<file path="src/rtl/mcd_pkg.sv">
package mcd_pkg;

    // Shared phase counter spans the least common multiple of all divisors.
    localparam int unsigned BASE_PERIOD = 24;
    localparam int unsigned PH_W        = $clog2(BASE_PERIOD);

    localparam int unsigned DIV_HOST_133 = 3;
    localparam int unsigned DIV_HOST_100 = 4;
    localparam int unsigned DIV_MREF_133 = 6;
    localparam int unsigned DIV_MREF_100 = 8;
    localparam int unsigned DIV_66       = 6;
    localparam int unsigned DIV_33       = 12;

    // Test counter: bit0 = /2, bit1 = /4, bit2 = /8 of the test clock.
    localparam int unsigned TCNT_W = 3;

    typedef enum logic [1:0] {
        MODE_RUN100 = 2'd0,
        MODE_RUN133 = 2'd1,
        MODE_HIZ    = 2'd2,
        MODE_TEST   = 2'd3
    } run_mode_e;

    // One raw level per output group before fan-out and gating.
    typedef struct packed {
        logic host;
        logic mref;
        logic mref_b;
        logic c66;
        logic c33;
        logic c48;
        logic refc;
    } raw_set_t;

    function automatic run_mode_e decode_mode(input logic sel133,
                                              input logic sa,
                                              input logic sb);
        run_mode_e m;
        if (sa && sb)
            m = sel133 ? MODE_TEST : MODE_HIZ;
        else
            m = sel133 ? MODE_RUN133 : MODE_RUN100;
        return m;
    endfunction

    // High for the first floor(div/2) phases of each divided period,
    // shifted later by off phases.
    function automatic logic phase_high(input logic [PH_W-1:0] ph,
                                        input int unsigned div,
                                        input int unsigned off);
        int unsigned p;
        p = (int'(ph) + BASE_PERIOD - off) % div;
        return (p < (div / 2));
    endfunction

endpackage

</file>
<file path="src/rtl/mcd_sync2.sv">
module mcd_sync2 #(
    parameter int unsigned W = 1
) (
    input  logic         clk,
    input  logic         rst,
    input  logic [W-1:0] d_i,
    output logic [W-1:0] q_o
);
    logic [W-1:0] stage1_q;
    logic [W-1:0] stage2_q;

    always_ff @(posedge clk) begin
        if (rst) begin
            stage1_q <= '0;
            stage2_q <= '0;
        end else begin
            stage1_q <= d_i;
            stage2_q <= stage1_q;
        end
    end

    assign q_o = stage2_q;
endmodule

</file>
<file path="src/rtl/mcd_phase_gen.sv">
module mcd_phase_gen
    import mcd_pkg::*;
(
    input  logic            clk,
    input  logic            rst,
    input  logic            realign_i,
    output logic [PH_W-1:0] phase_o
);
    localparam logic [PH_W-1:0] PH_LAST = PH_W'(BASE_PERIOD - 1);

    logic [PH_W-1:0] phase_q;

    always_ff @(posedge clk) begin
        if (rst || realign_i)
            phase_q <= '0;
        else if (phase_q == PH_LAST)
            phase_q <= '0;
        else
            phase_q <= phase_q + 1'b1;
    end

    assign phase_o = phase_q;
endmodule

</file>
<file path="src/rtl/mcd_out_gate.sv">
module mcd_out_gate (
    input  logic clk,
    input  logic rst,
    input  logic run_i,
    input  logic raw_i,
    output logic out_o
);
    logic en_q;
    logic raw_prev_q;
    logic out_q;
    logic en_next;
    logic start_hi;

    assign start_hi = raw_i && !raw_prev_q;

    // Stay enabled while running or while the current high phase lasts;
    // start again only at the first cycle of a high phase.
    always_comb begin
        if (en_q)
            en_next = run_i || raw_i;
        else
            en_next = run_i && start_hi;
    end

    always_ff @(posedge clk) begin
        if (rst) begin
            en_q       <= 1'b0;
            raw_prev_q <= 1'b0;
            out_q      <= 1'b0;
        end else begin
            en_q       <= en_next;
            raw_prev_q <= raw_i;
            out_q      <= raw_i && en_next;
        end
    end

    assign out_o = out_q;
endmodule

</file>
<file path="src/rtl/multiclk_div_ctrl.sv">
module multiclk_div_ctrl
    import mcd_pkg::*;
#(
    parameter int unsigned N66     = 4,
    parameter int unsigned N33     = 10,
    parameter int unsigned N48     = 2,
    parameter int unsigned LEAD_33 = 1
) (
    input  logic           clk,
    input  logic           rst,
    input  logic           sel133_i,
    input  logic           strap_a_i,
    input  logic           strap_b_i,
    input  logic           pwrdn_n_i,
    input  logic           test_clk_i,
    input  logic           usb_src_i,
    input  logic           ref_src_i,
    output logic           host_o,
    output logic           mref_o,
    output logic           mref_b_o,
    output logic [N66-1:0] c66_o,
    output logic [N33-1:0] c33_o,
    output logic [N48-1:0] c48_o,
    output logic           ref_o,
    output logic           oe_o
);
    localparam int unsigned NSYNC   = 5;
    localparam int unsigned IDX_C66 = 3;
    localparam int unsigned IDX_C33 = IDX_C66 + N66;
    localparam int unsigned IDX_C48 = IDX_C33 + N33;
    localparam int unsigned IDX_REF = IDX_C48 + N48;
    localparam int unsigned NOUT    = IDX_REF + 1;

    // Synchronised inputs
    logic [NSYNC-1:0] sync_d;
    logic [NSYNC-1:0] sync_q;
    logic s_sel, s_pwr_n, s_tclk, s_usb, s_ref;

    assign sync_d = {ref_src_i, usb_src_i, test_clk_i, pwrdn_n_i, sel133_i};

    mcd_sync2 #(.W(NSYNC)) sync_i (
        .clk (clk),
        .rst (rst),
        .d_i (sync_d),
        .q_o (sync_q)
    );

    assign {s_ref, s_usb, s_tclk, s_pwr_n, s_sel} = sync_q;

    // Straps follow their pins only while reset is high
    logic [1:0] strap_q;
    always_ff @(posedge clk) begin
        if (rst)
            strap_q <= {strap_a_i, strap_b_i};
    end

    run_mode_e mode;
    assign mode = decode_mode(s_sel, strap_q[1], strap_q[0]);

    // Realignment on host-rate change
    logic sel_prev_q;
    logic realign;
    always_ff @(posedge clk) begin
        if (rst)
            sel_prev_q <= 1'b0;
        else
            sel_prev_q <= s_sel;
    end
    assign realign = (s_sel != sel_prev_q);

    logic [PH_W-1:0] phase;
    mcd_phase_gen phase_i (
        .clk       (clk),
        .rst       (rst),
        .realign_i (realign),
        .phase_o   (phase)
    );

    // Test-clock divider
    logic              tclk_prev_q;
    logic [TCNT_W-1:0] tcnt_q;
    always_ff @(posedge clk) begin
        if (rst) begin
            tclk_prev_q <= 1'b0;
            tcnt_q      <= '0;
        end else begin
            tclk_prev_q <= s_tclk;
            if (s_tclk && !tclk_prev_q)
                tcnt_q <= tcnt_q + 1'b1;
        end
    end

    // Raw group levels per mode
    raw_set_t raw;
    always_comb begin
        raw = '0;
        unique case (mode)
            MODE_RUN133: begin
                raw.host = phase_high(phase, DIV_HOST_133, 0);
                raw.mref = phase_high(phase, DIV_MREF_133, 0);
                raw.c66  = phase_high(phase, DIV_66, 0);
                raw.c33  = phase_high(phase, DIV_33, LEAD_33);
                raw.c48  = s_usb;
                raw.refc = s_ref;
            end
            MODE_RUN100: begin
                raw.host = phase_high(phase, DIV_HOST_100, 0);
                raw.mref = phase_high(phase, DIV_MREF_100, 0);
                raw.c66  = phase_high(phase, DIV_66, 0);
                raw.c33  = phase_high(phase, DIV_33, LEAD_33);
                raw.c48  = s_usb;
                raw.refc = s_ref;
            end
            MODE_TEST: begin
                raw.host = tcnt_q[0];
                raw.mref = tcnt_q[0];
                raw.c66  = tcnt_q[1];
                raw.c33  = tcnt_q[2];
                raw.c48  = tcnt_q[0];
                raw.refc = s_tclk;
            end
            default: raw = '0;
        endcase
        raw.mref_b = (mode == MODE_HIZ) ? 1'b0 : !raw.mref;
    end

    // Fan-out into one vector of output bits
    logic [NOUT-1:0] raw_vec;
    logic [NOUT-1:0] gated_vec;

    always_comb begin
        raw_vec    = '0;
        raw_vec[0] = raw.host;
        raw_vec[1] = raw.mref;
        raw_vec[2] = raw.mref_b;
        for (int i = 0; i < int'(N66); i++) raw_vec[IDX_C66 + i] = raw.c66;
        for (int i = 0; i < int'(N33); i++) raw_vec[IDX_C33 + i] = raw.c33;
        for (int i = 0; i < int'(N48); i++) raw_vec[IDX_C48 + i] = raw.c48;
        raw_vec[IDX_REF] = raw.refc;
    end

    for (genvar g = 0; g < NOUT; g++) begin : g_gate
        mcd_out_gate gate_i (
            .clk   (clk),
            .rst   (rst),
            .run_i (s_pwr_n),
            .raw_i (raw_vec[g]),
            .out_o (gated_vec[g])
        );
    end

    logic oe_q;
    always_ff @(posedge clk) begin
        if (rst)
            oe_q <= 1'b0;
        else
            oe_q <= (mode != MODE_HIZ);
    end

    assign host_o   = gated_vec[0];
    assign mref_o   = gated_vec[1];
    assign mref_b_o = gated_vec[2];
    assign c66_o    = gated_vec[IDX_C66 +: N66];
    assign c33_o    = gated_vec[IDX_C33 +: N33];
    assign c48_o    = gated_vec[IDX_C48 +: N48];
    assign ref_o    = gated_vec[IDX_REF];
    assign oe_o     = oe_q;
endmodule

</file>
<file path="config.mk">
export PLATFORM = sky130hd
export DESIGN_NAME = multiclk_div_ctrl
export DESIGN_NICKNAME = d
export VERILOG_FILES = /design/src/rtl/mcd_pkg.sv /design/src/rtl/mcd_sync2.sv /design/src/rtl/mcd_phase_gen.sv /design/src/rtl/mcd_out_gate.sv /design/src/rtl/multiclk_div_ctrl.sv
export SDC_FILE = /design/constraint.sdc
export NUM_CORES = 1
export LEC_CHECK = 0
export BUFFER_PORTS_ARGS = -buffer_cell sky130_fd_sc_hd__buf_2
export CAP_MARGIN = 5
export CORE_MARGIN = 1
export CORE_UTILIZATION = 45
export CTS_CLUSTER_DIAMETER = 30
export DETAILED_ROUTE_END_ITERATION = 10
export SYNTH_ARGS = -nofsm -noshare
export SYNTH_HDL_FRONTEND = slang
export SYNTH_SLANG_ARGS = --single-unit
</file>
<file path="constraint.sdc">
create_clock -name clk -period 8.3 [get_ports clk]
set_input_delay 0 -clock clk [delete_from_list [all_inputs] [get_ports clk]]
set_output_delay 0 -clock clk [all_outputs]
set_load 0.01 [all_outputs]
</file>
Word level (Yosys, flattened, before mapping) --
Cells that the tools add are included.
Cells by class: bitwise operators 0, div/mod/pow operators 3, mux-type cells 26, multipliers 0, add/sub/neg operators 4, reductions and logical operators 56, order comparisons 5, equality and inequality tests 6, shift operators 0
Operator list (count):
- logical AND 1 bit | 36
- < comparator 32 x 1 -> 1 bit, second input constant | 1
- < comparator 32 x 2 -> 1 bit, second input constant | 1
- < comparator 32 x 3 -> 1 bit, second input constant | 1
- remainder unit 32 x 2 -> 32 bit, second input constant | 1
- remainder unit 32 x 3 -> 32 bit, second input constant | 1
- remainder unit 32 x 4 -> 32 bit, second input constant | 1
- 2-to-1 mux 1 bit | 23
- zero test 1 bit | 9
- logical OR 1 bit | 8
- case mux 4 bit (2 select lines) | 1
- subtractor 6 x 1 -> 7 bit, second input constant | 1
- adder 5 x 5 -> 6 bit, second input constant | 1
- case mux 2 bit (3 select lines) | 1
- adder 5 x 1 -> 5 bit, second input constant | 1
- == test 5 bit, second input constant | 1
- == test 2 bit, second input constant | 2
- OR reduction 2 bit | 2
- adder 3 x 1 -> 3 bit, second input constant | 1
- < comparator 3 bit, second input constant | 1
- == test 2 x 1 -> 1 bit, second input constant | 1
- zero test 2 bit | 1
- < comparator 2 bit, second input constant | 1
- 2-to-1 mux 2 bit | 1
- 2 further kinds | 2
Word-level totals: input bits 9, memories kept 0, memory bits (read-only) 0, memory bits (writable) 0, output and inout bits 21, latch bits 0, flip-flop bits (word level) 70

Longest topological paths before layout --
Gate-level depths: netlist of run 1.
depth in word-level cells 10, depth in mapped cells 23

Hierarchy --
A second synthesis of run 1 with hierarchy kept.
Unflattened totals: cell total of the unflattened synthesis 498, area, all modules 4520.6 um2
Modules (own cells, without submodules):
- multiclk_div_ctrl | times used 1, area each 2057.0 um2, cells an instance 278
- mcd_out_gate | times used 20, area each 100.1 um2, cells an instance 9
- mcd_sync2 | times used 1, area each 262.8 um2, cells an instance 20
- mcd_phase_gen | times used 1, area each 198.9 um2, cells an instance 20

Least setup slack after synthesis of run 1 --
OpenSTA, ideal clock, no wires.
path kind register to register, start reg phase_i.phase_q[3] (netlist: phase_i.phase_o[3]), end reg g_gate[0].gate_i.out_q, arrival time 5.761 ns, stages on the path, launching flop included 23, path slack 2.435 ns, library setup time 0.103 ns, buffers on the path 1, required time 8.197 ns, cells stage by stage dfxtp_1 clkbuf_1 clkinv_1 ha_1 or2_2 ha_1 and2b_1 or4_4 nand4_2 xnor2_2 ha_1 a2111oi_0 o21a_1 nand3_1 nor2b_1 ha_1 or2_2 o32ai_1 o41a_1 nand4_1 a211oi_1 nor2_1 a2111oi_2
On the way: longest elaborated chain between the ends 8, elaborated cells between the ends (all ways) 9, classes of those cells add/sub: 1; div: 1; order compare: 1; mux: 2; reduce/logical: 4
RTL lines:
- from (decl) | RTL line mcd_phase_gen.sv:11 | logic [PH_W-1:0] phase_q;
- from (signal assigned) | RTL line mcd_phase_gen.sv:19 | phase_q <= phase_q + 1'b1;
- adder 5 x 5 -> 6 bit * | RTL line mcd_pkg.sv:52 | p = (int'(ph) + BASE_PERIOD - off) % div;
- remainder unit 32 x 2 -> 32 bit * | RTL line mcd_pkg.sv:52
- < comparator 32 x 1 -> 1 bit * | RTL line mcd_pkg.sv:53 | return (p < (div / 2));
- case mux 2 bit (3 select lines) * | RTL line multiclk_div_ctrl.sv:97 | unique case (mode)
- logical AND 1 bit | RTL line mcd_out_gate.sv:14 | assign start_hi = raw_i && !raw_prev_q;
- logical AND 1 bit | RTL line mcd_out_gate.sv:22 | en_next = run_i && start_hi;
- 2-to-1 mux 1 bit | RTL line mcd_out_gate.sv:19 | if (en_q)
- logical AND 1 bit * | RTL line mcd_out_gate.sv:33 | out_q <= raw_i && en_next;
- to (signal assigned) | RTL line mcd_out_gate.sv:33
- to (decl) | RTL line mcd_out_gate.sv:10 | logic out_q;
Every way passes the cells marked *; elsewhere a longest branch is shown, timed or not. A chain may end at the register's enable or synchronous reset.

Worst setup path after layout of run 1 --
Same ends and word-level chain as after synthesis.

==> results.ini, run 1 <==
[finish]
area_growth_pct = 8.599
layout_commonest_cell = dfxtp_1
antenna_cells = 0
fillCellCount = 893
drive_gt1_frac = 0.1285
multi_input_area_um2 = 2512
fin_nets = 547
mostFrequentLayoutCells = dfxtp_1, nor2_1, a21oi_1
register_area_um2 = 1421
post-route-util = 0.5000

[worst_setup_path]
cp.required_ps = 8530
reg2reg_slack_ps = 1560
critPathArrivalTime_ps = 6970
rr_startpoint = phase_i.phase_o[3]$_SDFF_PP0_
reg2reg_depth = 22
reg2reg_to = g_gate[0].gate_i.out_o$_SDFF_PP0_
path_class = reg2reg
critical_path.max_fanout = 34
cp-start-kind = flip-flop
critPathCaptureType = flip-flop

[power_and_ir_drop]
p_sw_frac = 0.2653
power_uw = 756.7
comb_power_share = 0.136
p_per_area_nw_per_um2 = 164.6
p_seq_frac = 0.475
p_int_uw = 555.9
ir_drop_uv = 144.9
clkPwrFrac = 0.389
p_leak_nw = 1.868
p_sw_uw = 200.8

[sta]
fin_setup_tns_ps = 0
worst_pin_slew_ps = 866.3
slew_violations = 0
finalSetupViolations = 0
rsz0062_at_grt = no
fin_crit_sh = 0.8118
layout_min_cycle_time_ps = 6738
max_freq_ghz = 0.1484
max-slew-margin-rel = 0.4217
finClkSkew_ps = 8.108
finalHoldViolations = 0

[logic_synthesis]
synth_nets = 543
syn_area_per_cell_um2 = 8.142
yosysUniqueCellTypes = 76
synth.yosys.seq_area_share = 0.3357
synth_enable_flop_cells = 2
synthCells = 520
synth_ff_type = dfxtp_1
postSynthRegisterBits = 70
ys_async_sr_fraction = 0
synth_area_um2 = 4234
yosysWarnings = 0

[clock_tree]
clock_latency_ps = 330
cts_num_sinks = 70
cts_tree = yes
cts_setup_buffers = 0
cts_resized = 0
cts.reportedPaths.clkPinSlew_ps = 80
cts_buffer_depth = 2
cts_buffers = 9
root_buffer = clkbuf_8
htreeDepth = 3
hold_buffers = 7

[drt]
drc = 0
vias_per_cell = 5.631
wl_mm = 9.210
wl_per_cell_um = 14.39
dr.pass1.iters = 4
antenna_left = 0
vias = 3604
drt-initial-drc-count = 162

[hold_path]
hold_path.class = in2reg
min_delay_path_depth = 2
min-delay-start = rst
hold_end = g_gate[18].gate_i.raw_prev_q$_SDFF_PP0_

[global_route]
grt_pass1_vias = 3416
grt_max_degree = 49
grt_overflow_total = 0
antenna_found_initial = 0
grt_usage = 0.1955
grt_first_pass_wirelength_mm = 15.61

[floorplanning]
coreArea_um2 = 9196
die-area_um2 = 9801
die_h_um = 99
start_util = 0.4604
ios = 30
chipWidth_um = 99
num_rows = 35

[run]
drv_cap = 0

[run_status]
status = completed

[placement]
dp_hpwl_mm = 6.539
port-buffer-count = 29
routabilityCongestion = 0.9246

## how the worst max path moves through the flow
| stage | to | from | cells after the start |
|---|---|---|---|
| 4_1_cts | g_gate[0].gate_i.out_o$_SDFF_PP0_ | phase_i.phase_o[3]$_SDFF_PP0_ | 22 |
| 2_1_floorplan | g_gate[0].gate_i.out_o$_SDFF_PP0_ | phase_i.phase_o[3]$_SDFF_PP0_ | 22 |
| 3_3_place_gp | g_gate[0].gate_i.out_o$_SDFF_PP0_ | phase_i.phase_o[3]$_SDFF_PP0_ | 22 |
| 5_1_grt | g_gate[0].gate_i.out_o$_SDFF_PP0_ | phase_i.phase_o[3]$_SDFF_PP0_ | 22 |
| 6_report | g_gate[0].gate_i.out_o$_SDFF_PP0_ | phase_i.phase_o[3]$_SDFF_PP0_ | 22 |
| 3_5_place_dp | g_gate[0].gate_i.out_o$_SDFF_PP0_ | phase_i.phase_o[3]$_SDFF_PP0_ | 22 |
## cells in the mapped netlist (all sizes together) (6+ instances only)
cell,number,area share
dfxtp,68,0.32
xnor2,14,0.031
a211oi,10,0.019
nor2,56,0.050
clkbuf,19,0.017
nor3,14,0.018
nor2b,27,0.040
buf,27,0.041
mux2i,7,0.017
and2,16,0.024
o21ai,35,0.042
nand2,28,0.025
a21oi,46,0.054
a21o,7,0.012
or2,7,0.010
inv,15,0.013
ha,14,0.041
o22ai,6,0.0089
nand2b,9,0.013
## layout make-up
cell class	instances	share of cell area
inverter	17	0.01388
timing repair buffer	39	0.05170
clock buffer	10	0.03238
sequential	70	0.3091
clock inverter	6	0.01633
multi-input combinational	387	0.5464
tap	111	0.03020
## routing by layer
metal,up-vias,wire [um],track usage
met4,0,44,0.04133
li1,1840,-,-
met1,1691,4476,0.2550
met3,7,335,0.03830
met2,66,4354,0.3346
met5,-,0,0
## registers in the layout (all words and copies together), names as in the netlist
name / count
tcnt_q: 3
sel_prev_q: 1
sync_i.stage1_q: 5
strap_q: 2
g_gate.gate_i.out_o: 20
phase_i.phase_o: 5
tclk_prev_q: 1
sync_i.q_o: 5
g_gate.gate_i.raw_prev_q: 7
g_gate.gate_i.en_q: 20
oe_o: 1
## cell families (layout without fill, tap and decap cells)
family / after synthesis / count (layout) / synth area share
muxes: 7 / 7 / 0.01655
buffers and inverters: 63 / 72 / 0.07269
and+or+nand+nor: 194 / 194 / 0.2447
xor gates and xnor gates: 19 / 19 / 0.04285
DFF: 70 / 70 / 0.3357
AOI/OAI and AO/OA: 152 / 152 / 0.2438
adders and majority gates: 15 / 15 / 0.04374
## power by group through the flow
stage / Sequential (mW) / Clock (mW) / Combinational [mW]
final: 0.359 / 0.294 / 0.103
after global routing: 0.361 / 0.320 / 0.115
after CTS: 0.359 / 0.305 / 0.103
after detailed placement: 0.367 / 0 / 0.0994
after global placement: 0.367 / 0 / 0.0985
after floorplan: 0.362 / 0 / 0.0814
## worst max-delay path, stage by stage (launching register included)
cell and delay (ps):
dfxtp_1 310, buf_4 300, clkinv_1 360, ha_1 370
or2_2 300, ha_1 500, and2b_1 290, or4_4 530
nand4_2 190, xnor2_2 130, ha_1 300, a2111oi_0 520
o21a_1 330, nand3_1 110, nor2b_1 160, ha_1 250
or2_2 290, o32ai_1 320, o41a_1 240, nand4_1 120
a211oi_1 310, nor2_1 110, a2111oi_2 270
## through the flow
step                instances  hold WS [ps]  setup WS (ps)  area (um2)
floorplan                 520         98.87           2435        4234
global placement          617         178.1           1846        4304
detailed placement        617         179.1           1677        4304
CTS                       640         249.7           1640        4598
global route              640         279.2          940.3        4598
finish                    640         252.6           1562        4598
(Power assumes the default switching activity.)
==> run 2: changes to the inputs <==
==> constraint.sdc (replaced) <==
create_clock -name clk -period 6.8 [get_ports clk]
set_input_delay 0 -clock clk [delete_from_list [all_inputs] [get_ports clk]]
set_output_delay 0 -clock clk [all_outputs]
set_load 0.01 [all_outputs]
==> results.ini, run 2 (synthesized netlist as in run 1, its figures left out) <==
[worst_setup_path]
reg2reg_depth = 21  ; was 22
critPathTopFamily = compound AO/OA/AOI/OAI gates  ; was simple AND/OR/NAND/NOR gates
critical_path.max_fanout = 14  ; was 34
cp.required_ps = 7050  ; was 8530 ps
cpMostUsedCell = ha_1  ; unchanged
critPathCaptureType = flip-flop  ; unchanged
cp_num_cells = 21  ; was 22
critPathSlowestCell = a2111oi_1  ; was or4_4
max_stage_delay_ps = 500  ; was 530 ps
critPathArrivalTime_ps = 6440  ; was 6970 ps
cp_cell_sequence = clkinv_1, ha_1, inv_1, ha_1, nand2b_1, o21ai_2, nand4_2, xnor2_2, ha_1, a2111oi_1, o21a_1, nand3_1, nor2b_1, ha_1, or2_2, o32ai_1, o41a_1, nand4_1, a211oi_1, nor2_1, a2111oi_2  ; was buf_4, clkinv_1, ha_1, or2_2, ha_1, and2b_1, or4_4, nand4_2, xnor2_2, ha_1, a2111oi_0, o21a_1, nand3_1, nor2b_1, ha_1, or2_2, o32ai_1, o41a_1, nand4_1, a211oi_1, nor2_1, a2111oi_2
cp-start-kind = flip-flop  ; unchanged
path_class = reg2reg  ; unchanged
worst-path-buf-inv = 2  ; unchanged

[power_and_ir_drop]
power_uw = 933.0  ; was 756.7 uW
p_per_area_nw_per_um2 = 201.6  ; was 164.6 nW/um2
ir_drop_uv = 123.5  ; was 144.9 uV
p_leak_nw = 1.886  ; was 1.868 nW

[sta]
fin_setup_tns_ps = 0  ; unchanged
finClkSkew_ps = 15.53  ; was 8.108 ps
rsz0062_at_grt = no  ; unchanged
max-slew-margin-rel = 0.4101  ; was 0.4217
slew_violations = 0  ; unchanged
finalSetupViolations = 0  ; unchanged
max_freq_ghz = 0.1614  ; was 0.1484 GHz
fin_crit_sh = 0.9110  ; was 0.8118
finalHoldViolations = 0  ; unchanged
hold-worst-slack_ps = 234.7  ; was 252.6 ps
layout_min_cycle_time_ps = 6195  ; was 6738 ps
worst_pin_slew_ps = 883.7  ; was 866.3 ps

[finish]
antenna_cells = 0  ; unchanged
area_growth_pct = 9.279  ; was 8.599%
mostFrequentLayoutCells = dfxtp_1, nor2_1, a21oi_1  ; unchanged
layout_commonest_cell = dfxtp_1  ; unchanged
fin_nets = 551  ; was 547
finalNonFillerCells = 644  ; was 640
fillCellCount = 876  ; was 893
drive_gt1_frac = 0.1351  ; was 0.1285

[floorplanning]
die_h_um = 99  ; unchanged
coreArea_um2 = 9196  ; unchanged
start_util = 0.4604  ; unchanged
num_rows = 35  ; unchanged
chipWidth_um = 99  ; unchanged
die-area_um2 = 9801  ; unchanged
ios = 30  ; unchanged

[drt]
vias = 3667  ; was 3,604
vias_per_cell = 5.694  ; was 5.631
drt-initial-drc-count = 233  ; was 162
wl_per_cell_um = 14.49  ; was 14.39 um
antenna_left = 0  ; unchanged
drc = 0  ; unchanged
wl_mm = 9.329  ; was 9.210 mm
dr.pass1.iters = 4  ; unchanged

[clock_tree]
root_buffer = clkbuf_8  ; unchanged
cts_num_sinks = 70  ; unchanged
clock_latency_ps = 350  ; was 330 ps
cts.reportedPaths.clkPinSlew_ps = 90  ; was 80 ps
cts_buffer_depth = 2  ; unchanged
cts_buffers = 9  ; unchanged
htreeDepth = 3  ; unchanged
cts_setup_buffers = 0  ; unchanged
cts_tree = yes  ; unchanged

[global_route]
grt_usage = 0.1982  ; was 0.1955
grt_max_degree = 49  ; unchanged
grt_first_pass_wirelength_mm = 15.65  ; was 15.61 mm
antenna_found_initial = 0  ; unchanged
grt_overflow_total = 0  ; unchanged
grt_pass1_vias = 3373  ; was 3,416

[hold_path]
hold_path.class = in2reg  ; unchanged
min_delay_path_depth = 2  ; unchanged

[run_status]
status = completed  ; unchanged

[run]
drv_cap = 0  ; unchanged

[placement]
routabilityCongestion = 0.8738  ; was 0.9246
port-buffer-count = 29  ; unchanged
dp_hpwl_mm = 6.530  ; was 6.539 mm
place_inst = 621  ; was 617

-- run 2: cell count changes in the layout (fill, tap and decap cells not counted), sizes merged --
cell  delta
buf      +4
-- run 2: layer usage --
layer,GRT usage,part of all wire,wire length (um),vias up
met4,0.05741,0.013,118,0
met3,0.04113,0.044,414,11
met1,0.2609,0.49,4540,1710
met5,0,0,0,-
li1,-,-,-,1849
met2,0.3271,0.46,4256,97
-- run 2: repair_timing --
action | 4_1_cts | 5_1_grt
resized for setup | 0 | 1
endpoints found under the setup margin | 0 | 3
hold endpoints to repair | 7 | 0
hold buffers | 7 | 0
-- run 2: where the power goes --
part	switching [mW]	internal, mW
combinational	0.0716	0.0546
sequential	0.0112	0.427
clock	0.172	0.196
total	0.255	0.678
-- run 2: worst paths after layout --
path | startpoint | to | slack (ps)
max | phase_i.phase_o[3]$_SDFF_PP0_ | g_gate[0].gate_i.out_o$_SDFF_PP0_ | 610
min | rst | tcnt_q[2]$_SDFFE_PP0P_ | 230
max reg2reg | phase_i.phase_o[3]$_SDFF_PP0_ | g_gate[0].gate_i.out_o$_SDFF_PP0_ | 610
min reg2reg | sync_i.stage1_q[3]$_SDFF_PP0_ | sync_i.q_o[3]$_SDFF_PP0_ | 440
-- run 2: final cells by class --
cell class	count	area, um2	share of cell area
Tap cell	111	138.9	0.03002
Inverter	17	63.81	0.01379
Clock inverter	6	72.57	0.01568
Multi-Input combinational cell	387	2514	0.5433
Clock buffer	10	148.9	0.03218
Sequential cell	70	1421	0.3072
Timing Repair Buffer	43	267.8	0.05787
-- run 2: worst reg2reg max path, stage by stage (launching register included) --
cell	delay (ps)
dfxtp_1	340
clkinv_1	260
ha_1	450
inv_1	200
ha_1	320
nand2b_1	140
o21ai_2	460
nand4_2	310
xnor2_2	260
ha_1	300
a2111oi_1	500
o21a_1	330
nand3_1	120
nor2b_1	160
ha_1	250
or2_2	290
o32ai_1	350
o41a_1	240
nand4_1	120
a211oi_1	320
nor2_1	120
a2111oi_2	280
-- run 2: metrics by stage --
stage / worst slack (ps) / cell area, um2 / utilization
after detailed placement: 587.9 / 4334 / 0.4713
after global routing: 36.35 / 4627 / 0.5031
after CTS: 548.2 / 4626 / 0.5030
after global placement: 895.1 / 4334 / 0.4713
after floorplan: 935.1 / 4234 / -
final: 605.2 / 4627 / 0.5031
